<file path="src/rtl/bank_mon_pkg.sv">
package bank_mon_pkg;
    typedef enum logic [1:0] {
        BK_IDLE    = 2'd0,
        BK_OPEN    = 2'd1,
        BK_CLOSING = 2'd2
    } bank_st_e;

    localparam logic [2:0] OP_NOP = 3'd0;
    localparam logic [2:0] OP_ACT = 3'd1;
    localparam logic [2:0] OP_RD  = 3'd2;
    localparam logic [2:0] OP_WR  = 3'd3;
    localparam logic [2:0] OP_PRE = 3'd4;
    localparam logic [2:0] OP_BST = 3'd5;
endpackage

</file>
<file path="src/rtl/bank_slot.sv">
module bank_slot
    import bank_mon_pkg::*;
#(
    parameter int ROW_W = 13,
    parameter int TRP   = 3
) (
    input  logic             clk,
    input  logic             rst,
    input  logic             open_i,
    input  logic             close_i,
    input  logic [ROW_W-1:0] row_i,
    output bank_st_e         st_o,
    output logic [ROW_W-1:0] row_o
);
    localparam int CW = $clog2(TRP + 1);

    typedef struct packed {
        bank_st_e         st;
        logic [ROW_W-1:0] row;
        logic [CW-1:0]    cnt;
    } slot_t;

    slot_t slot_d, slot_q;

    always_comb begin
        slot_d = slot_q;
        case (slot_q.st)
            BK_IDLE: begin
                if (open_i) begin
                    slot_d.st  = BK_OPEN;
                    slot_d.row = row_i;
                end
            end
            BK_OPEN: begin
                if (close_i) begin
                    slot_d.st  = BK_CLOSING;
                    slot_d.cnt = CW'(TRP);
                end
            end
            BK_CLOSING: begin
                if (slot_q.cnt <= CW'(1)) begin
                    slot_d.st  = BK_IDLE;
                    slot_d.row = '0;
                    slot_d.cnt = '0;
                end else begin
                    slot_d.cnt = slot_q.cnt - CW'(1);
                end
            end
            default: slot_d = '0;
        endcase
    end

    always_ff @(posedge clk) begin
        if (rst) slot_q <= '0;
        else     slot_q <= slot_d;
    end

    assign st_o  = slot_q.st;
    assign row_o = slot_q.row;
endmodule

</file>
<file path="src/rtl/burst_track.sv">
module burst_track #(
    parameter int BANK_W = 2,
    parameter int BL     = 4
) (
    input  logic              clk,
    input  logic              rst,
    input  logic              start_i,
    input  logic              start_rd_i,
    input  logic              start_ap_i,
    input  logic [BANK_W-1:0] start_bank_i,
    input  logic              kill_i,
    output logic              live_o,
    output logic              is_rd_o,
    output logic              ap_o,
    output logic [BANK_W-1:0] bank_o,
    output logic              fin_o
);
    localparam int CW = $clog2(BL + 1);

    typedef struct packed {
        logic              live;
        logic              rd;
        logic              ap;
        logic [BANK_W-1:0] bank;
        logic [CW-1:0]     cnt;
    } burst_t;

    burst_t br_d, br_q;

    always_comb begin
        br_d = br_q;
        if (start_i) begin
            br_d.live = 1'b1;
            br_d.rd   = start_rd_i;
            br_d.ap   = start_ap_i;
            br_d.bank = start_bank_i;
            br_d.cnt  = CW'(BL);
        end else if (kill_i) begin
            br_d.live = 1'b0;
        end else if (br_q.live) begin
            if (br_q.cnt <= CW'(1)) br_d.live = 1'b0;
            else                    br_d.cnt  = br_q.cnt - CW'(1);
        end
    end

    always_ff @(posedge clk) begin
        if (rst) br_q <= '0;
        else     br_q <= br_d;
    end

    assign live_o  = br_q.live;
    assign is_rd_o = br_q.rd;
    assign ap_o    = br_q.ap;
    assign bank_o  = br_q.bank;
    assign fin_o   = br_q.live && (br_q.cnt <= CW'(1));
endmodule

</file>
<file path="src/rtl/sdr_bank_monitor.sv">
module sdr_bank_monitor
    import bank_mon_pkg::*;
#(
    parameter int BANK_W = 2,
    parameter int ROW_W  = 13,
    parameter int TRP    = 3,
    parameter int BL     = 4,
    localparam int NB    = 1 << BANK_W
) (
    input  logic                clk,
    input  logic                rst,
    input  logic                cmd_vld,
    input  logic [2:0]          cmd_op,
    input  logic [BANK_W-1:0]   cmd_bank,
    input  logic                cmd_a10,
    input  logic [ROW_W-1:0]    cmd_row,
    output logic [2*NB-1:0]     bank_st,
    output logic [ROW_W*NB-1:0] bank_row,
    output logic                cmd_err
);
    bank_st_e          st_w  [NB];
    logic [ROW_W-1:0]  row_w [NB];
    logic [NB-1:0]     open_v, close_v, pre_tgt;

    logic              bt_live, bt_rd, bt_ap, bt_fin;
    logic [BANK_W-1:0] bt_bank;
    logic              rw_ok, bst_ok, kill;

    typedef struct packed {
        logic err;
    } top_t;

    top_t top_d, top_q;

    always_comb begin
        logic is_act, is_rw, is_pre, is_bst;
        bank_st_e sel;
        is_act = cmd_vld && (cmd_op == OP_ACT);
        is_rw  = cmd_vld && ((cmd_op == OP_RD) || (cmd_op == OP_WR));
        is_pre = cmd_vld && (cmd_op == OP_PRE);
        is_bst = cmd_vld && (cmd_op == OP_BST);
        sel    = st_w[cmd_bank];

        for (int b = 0; b < NB; b++) begin
            pre_tgt[b] = is_pre && (cmd_a10 || (cmd_bank == BANK_W'(b)));
            open_v[b]  = is_act && (cmd_bank == BANK_W'(b)) && (st_w[b] == BK_IDLE);
            close_v[b] = pre_tgt[b] || (bt_fin && bt_ap && (bt_bank == BANK_W'(b)));
        end

        rw_ok  = is_rw && (sel == BK_OPEN) && !(bt_live && bt_ap);
        bst_ok = is_bst && bt_live && bt_rd && !bt_ap;
        kill   = bst_ok || pre_tgt[bt_bank];

        top_d.err = (is_act && (sel != BK_IDLE))
                  || (is_rw && !rw_ok)
                  || (is_bst && !bst_ok);
    end

    always_ff @(posedge clk) begin
        if (rst) top_q <= '0;
        else     top_q <= top_d;
    end

    burst_track #(.BANK_W(BANK_W), .BL(BL)) u_burst (
        .clk          (clk),
        .rst          (rst),
        .start_i      (rw_ok),
        .start_rd_i   (cmd_op == OP_RD),
        .start_ap_i   (cmd_a10),
        .start_bank_i (cmd_bank),
        .kill_i       (kill),
        .live_o       (bt_live),
        .is_rd_o      (bt_rd),
        .ap_o         (bt_ap),
        .bank_o       (bt_bank),
        .fin_o        (bt_fin)
    );

    for (genvar g = 0; g < NB; g++) begin : g_bank
        bank_slot #(.ROW_W(ROW_W), .TRP(TRP)) u_slot (
            .clk     (clk),
            .rst     (rst),
            .open_i  (open_v[g]),
            .close_i (close_v[g]),
            .row_i   (cmd_row),
            .st_o    (st_w[g]),
            .row_o   (row_w[g])
        );
        assign bank_st[2*g +: 2]          = st_w[g];
        assign bank_row[ROW_W*g +: ROW_W] = row_w[g];
    end

    assign cmd_err = top_q.err;
endmodule

</file>
<file path="config.mk">
export PLATFORM = sky130hd
export DESIGN_NAME = sdr_bank_monitor
export DESIGN_NICKNAME = d
export VERILOG_FILES = /design/src/rtl/bank_mon_pkg.sv /design/src/rtl/bank_slot.sv /design/src/rtl/burst_track.sv /design/src/rtl/sdr_bank_monitor.sv
export SDC_FILE = /design/constraint.sdc
export NUM_CORES = 1
export LEC_CHECK = 0
export CAP_MARGIN = 20
export CORE_MARGIN = 1
export CORE_UTILIZATION = 30
export CTS_CLUSTER_DIAMETER = 80
export DETAILED_ROUTE_END_ITERATION = 10
export PLACE_DENSITY = 0.61
export SYNTH_ARGS = -nofsm -noshare
export SYNTH_HDL_FRONTEND = slang
export SYNTH_HIERARCHICAL = 1
export SYNTH_SLANG_ARGS = --single-unit
</file>
<file path="constraint.sdc">
create_clock -name clk -period 2.3 [get_ports clk]
set_input_delay 0.46 -clock clk [delete_from_list [all_inputs] [get_ports clk]]
set_output_delay 0.46 -clock clk [all_outputs]
set_load 0.01 [all_outputs]
</file>
[Word level (Yosys, flattened, before mapping)]
Index checks and enable logic that the tools add are counted.
Cells by class
  bitwise logic cells: 11
  order comparisons: 7
  add/subtract/negate cells: 5
  reductions and logical operators: 70
  mux-type cells: 45
  equality and inequality tests: 34
Operators by type and width (count)
  $pmux 13 s3: 4
  $mux 15: 8
  $pmux 2 s3: 8
  $logic_and 1x1->1: 31
  $reduce_and 3->1: 10
  $mux 2: 14
  $ne 2x1->1 const B: 12
  $eq 2x2->1 const B: 8
  $eq 2x1->1 const B: 7
  $logic_not 2->1: 6
  $logic_or 1x1->1: 12
  $mux 3: 4
  $not 1->1: 10
  $le 2x1->1 const B: 4
  $reduce_and 2->1: 4
  $sub 2x1->2 const B: 4
  $eq 3x2->1 const B: 2
  $eq 3x3->1 const B: 2
  $mux 1: 5
  $bmux 2 s2: 1
  $logic_not 1->1: 4
  $ne 2x2->1 const B: 2
  $reduce_bool 2->1: 2
  $eq 3x1->1 const B: 1
  7 further kinds: 7
Storage, ports and cells
  output and inout bits: 61
  logic and storage cells: 191
  bits in registers: 77

[Longest topological paths before layout]
  word-level depth: 11
  depth in mapped cells: 9
  mapped depth without buffers: 9

[Cells and area by module]
Netlist, hierarchy kept.
By module, submodules not included
  bank_slot: area an instance 955.9 um^2, cells an instance 105, instances 4
  burst_track: area an instance 396.6 um^2, cells an instance 40, instances 1
  sdr_bank_monitor: area an instance 309.0 um^2, cells an instance 42, instances 1

[Least setup slack after synthesis]
Ideal clock, no wire load.
  path type: input to register
  start point: input cmd_op[1]
  end point: register g_bank[0].u_slot.slot_q (netlist bit g_bank[0].u_slot/row_o[10])
  library setup time: 72 ps
  data arrival time: 2150 ps
  path slack: 79 ps
  path buffers: 1
  stages: 7
  cells stage by stage: nand3b_1 -> or3_2 -> nor4_1 -> nor2b_4 -> nor3_4 -> buf_8 -> mux2i_1
Between the ends
  cells in the longest elaborated chain, start to end: 6
Ends and longest elaborated chain
  start, declared: line sdr_bank_monitor.sv:13  | input logic [2:0] cmd_op,
  $eq 3x1->1: line sdr_bank_monitor.sv:38  | is_act = cmd_vld && (cmd_op == OP_ACT);
  $logic_and 1x1->1: line sdr_bank_monitor.sv:38
  $logic_and 1x1->1 (2 in a row): line sdr_bank_monitor.sv:46  | open_v[b] = is_act && (cmd_bank == BANK_W'(b)) && (st_w[b] == BK_IDLE);
  via open_v[0]: line sdr_bank_monitor.sv:23  | logic [NB-1:0] open_v, close_v, pre_tgt;
  $ne 2x1->1 (no line)
  $reduce_and 3->1 (no line)
  end signal, assigned: line bank_slot.sv:55  | else slot_q <= slot_d;
  end, declared: line bank_slot.sv:23  | slot_t slot_d, slot_q;
The timed path passes the listed nets, and every way through them passes these cells.
A chain may end at the register's enable or synchronous reset.

[Worst setup path in the final report]
  start point: input cmd_bank[0]
  end point: register u_burst/br_q[0] in the netlist's numbering
Between the ends
  cells in the longest elaborated chain, start to end: 8
  elaborated cells between the ends (all ways): 25
  classes of those cells: eq/ne: 4; mux: 5; bitwise: 2; reduce/logical: 14
Ends and longest elaborated chain
  start, declared: line sdr_bank_monitor.sv:14  | input logic [BANK_W-1:0] cmd_bank,
  $not 2->3 (implied by the code): line sdr_bank_monitor.sv:42  | sel = st_w[cmd_bank];
  $bmux 2 s2: line sdr_bank_monitor.sv:42
  $mux 2 (implied by the code) (2 in a row): line sdr_bank_monitor.sv:42
  $eq 2x1->1: line sdr_bank_monitor.sv:50  | rw_ok = is_rw && (sel == BK_OPEN) && !(bt_live && bt_ap);
  $logic_and 1x1->1 (2 in a row): line sdr_bank_monitor.sv:50
  via rw_ok: line sdr_bank_monitor.sv:27  | logic rw_ok, bst_ok, kill;
  $reduce_or 2->1 (no line)
  end signal, assigned: line burst_track.sv:48  | else br_q <= br_d;
  end, declared: line burst_track.sv:28  | burst_t br_d, br_q;
The timed path passes the listed nets, and every way through them passes these cells. The select of a mux whose other input is x is not followed.

==> flow_metrics.env <==
export IMPL_ant_nets=0
export IMPL_synth_cell_types=48
export IMPL_hpwl_um=7970
export IMPL_cellLeakagePower_nw=2.070
export IMPL_grt_pass1_vias=3427
export IMPL_antenna_cells=0
export IMPL_vias=3466
export IMPL_portBuffers=82
export IMPL_vias_per_cell=4.794
export IMPL_die_w_um=124.9
export IMPL_holdCritPathClass="flop to flop"
export IMPL_maxSlewHeadroom=0.7296
export IMPL_gp_congestion=0.8024
export IMPL_start_kind="primary input"
export IMPL_synthArstFlopShare=0
export IMPL_setup_viol=0
export IMPL_cp_required_ns=2.55
export IMPL_cts_max_level=3
export IMPL_cts_buffers=9
export IMPL_power_density_mw_per_mm2=1037
export IMPL_crit_fanout=7
export IMPL_hold_violations=0
export IMPL_syn_to_final_growth_pct=20.94
export IMPL_synth_top_area_frac=0.3403
export IMPL_synth_nets=546
export IMPL_postSynthAreaPerCell_um2=9.023
export IMPL_dp_worst_setup_slack_ns=-0.3005
export IMPL_finalCriticalPeriod_ns=2.263
export IMPL_rows=44
export IMPL_synth_ff_type="dfxtp_1"
export IMPL_clockBufferDepth=2
export IMPL_drtIter0Drc=223
export IMPL_grt_pass1_wl_um=17400
export IMPL_path_class="primary input to flop"
export IMPL_grt_max_degree=30
export IMPL_grt_util_all_layers=0.1390
export IMPL_syn_cell_area_mm2=0.004529
export IMPL_clock_latency_ns=0.33
export IMPL_die_y_um=124.9
export IMPL_holdBufCountCts=0
export IMPL_io_pins=83
export IMPL_ys_ff_latch=77
export IMPL_drcViolationCount=12
export IMPL_antenna_found_initial=0
export IMPL_status="finished, violations left"
export IMPL_post_drt_wl_per_cell_um=14.64
export IMPL_synth_top_area_cell="dfxtp_1"
export IMPL_end_kind="flop"
export IMPL_cts_repair_resized=0
export IMPL_worst_pin_slew_ns=0.4050
export IMPL_fin_util=0.3741
export IMPL_placedInstanceArea_mm2=0.005187
export IMPL_start_util=0.3093
export IMPL_drive_gt1_frac=0.1206
export IMPL_die_area_mm2=0.01559
export IMPL_routed_wirelength_um=10590
export IMPL_dp_cells=707
export IMPL_rsz0062_at_grt="yes"
export IMPL_worstPathArrival_ns=2.52
export IMPL_yosysSeqAreaShare=0.3403
export IMPL_synth_edff_count=0
export IMPL_clk_pin_slew_ns=0.06
export IMPL_synthTopCellsByArea="dfxtp_1 34%, mux2i_1 13%, buf_4 10%"
export IMPL_yosys_warnings=6
export IMPL_cts_tree="built"
export IMPL_dr_pass1_iters=7
export IMPL_overflow=0
export IMPL_final_max_slew_viol_count=0
export IMPL_holdWs_ns=0.4581
export IMPL_core_mm2=0.01464
export IMPL_cts_root_buf="clkbuf_16"
export IMPL_max_cap_violations=0
export IMPL_finalInstanceArea_mm2=0.005478
export IMPL_layoutNonFillerInstCount=723
export IMPL_ir_drop_uv=525.8
export IMPL_postCtsSetupBuffers=0
export IMPL_violations="DRC"
export IMPL_fin_crit_sh=0.9839
export IMPL_netlist_instances=502
export IMPL_skew_ns=0.004518
export IMPL_cts_sinks=77
export IMPL_finalWorstSetupSlack_ns=0.03696
export IMPL_max_freq_mhz=441.9
export IMPL_nets=578
[path summary, 6_finish.rpt]
path              slack [ns]                              startpoint                                endpoint  cells past startpoint
setup / recovery        0.04                             cmd_bank[0]            u_burst/br_q[0]$_SDFFE_PP0P_                      9
hold / removal          0.46  g_bank[3].u_slot/row_o[8]$_SDFFE_PP0P_  g_bank[3].u_slot/row_o[8]$_SDFFE_PP0P_                      2
setup reg to reg        0.20            u_burst/br_q[0]$_SDFFE_PP0P_   g_bank[2].u_slot/st_o[0]$_SDFFE_PP0P_                      8
hold reg to reg         0.46  g_bank[3].u_slot/row_o[8]$_SDFFE_PP0P_  g_bank[3].u_slot/row_o[8]$_SDFFE_PP0P_                      2
[state kept, by name (all words and copies together), names as in the netlist]
signal,cells
g_bank.u_slot/st_o,8
u_burst/live_o,1
u_burst/bank_o,2
u_burst/ap_o,1
g_bank.u_slot/row_o,52
u_burst/br_q,3
g_bank.u_slot/slot_q,8
cmd_err,1
u_burst/is_rd_o,1
[logic make-up (layout without fill, tap and decap cells)]
kind of cell	count (synthesis)	in the layout	share of synthesized area
compound gates	56	56	0.08398
xor+xnor	2	2	0.003868
fa+ha+maj	22	22	0.06077
buf+inv	110	147	0.1610
flops	77	77	0.3403
mux	59	59	0.1367
simple gates	176	176	0.2133
[worst max-delay path, cell delays in order]
cell and delay (ns):
clkdlybuf4s50_1 0.58, buf_4 0.18, mux4_2 0.51, nand3_1 0.13
nor2_1 0.06, buf_4 0.17, nor2_1 0.19, nand2_1 0.09
mux2i_1 0.14
[placed cells by master, fill, tap and decap left out, types with 5 or more instances in the layout]
| cell type | count |
|---|---|
| buf_4 | 19 |
| mux2i_1 | 57 |
| ha_1 | 22 |
| nor3_1 | 5 |
| a21oi_1 | 20 |
| clkbuf_16 | 9 |
| buf_12 | 5 |
| nand4_1 | 8 |
| nor2_1 | 7 |
| nand3_1 | 54 |
| dfxtp_1 | 77 |
| nand2_1 | 60 |
| nand2b_1 | 8 |
| inv_1 | 21 |
| and3b_1 | 5 |
| nor2b_1 | 5 |
| clkdlybuf4s50_1 | 82 |
[synthesized netlist by cell type (all sizes together), types with 2 or more instances]
cell and count:
a31oi 4, nor3b 2, buf 72, and3b 5, nand3 54, a31o 4
dfxtp 77, o32ai 2, ha 22, o31ai 4, nand2 60, or3 2
nor3 9, clkbuf 13, nor4 4, mux2i 57, mux4 2, o2111ai 4
xnor2 2, o22ai 3, and2 4, nand4 8, inv 25, nand2b 8
nor2 7, nor2b 9, a21oi 20, o21ai 9
[metal layers]
| layer | part of all wire | track usage | up-vias |
|---|---|---|---|
| li1 | - | - | 1744 |
| met1 | 0.48 | 0.1800 | 1643 |
| met2 | 0.46 | 0.2138 | 67 |
| met3 | 0.051 | 0.03780 | 12 |
| met4 | 0.016 | 0.06528 | 0 |
| met5 | 0 | 0 | - |
[power breakdown]
group          switching (mW)  total [mW]  internal [mW]
logic                    1.20        2.49           1.28
registers               0.245        1.88           1.63
clock network           0.554        1.32          0.762
[per-stage QoR]
stage          total power [mW]  setup TNS, ns
2_1_floorplan             3.784              0
3_3_place_gp              4.322         -12.01
3_5_place_dp              4.390         -14.14
4_1_cts                   5.740              0
5_1_grt                   6.031        -0.2493
6_report                  5.679              0
[final cells by class]
cell class | instances | area (um2)
Clock buffer | 11 | 242.7
Inverter | 25 | 93.84
Timing Repair Buffer | 106 | 1064
Multi-Input combinational cell | 315 | 2271
Sequential cell | 77 | 1541
Clock inverter | 5 | 35.03
Tap cell | 184 | 230.2
Fill cell | 1463 | 9166
No activity file was read; power rests on OpenSTA's default activity.
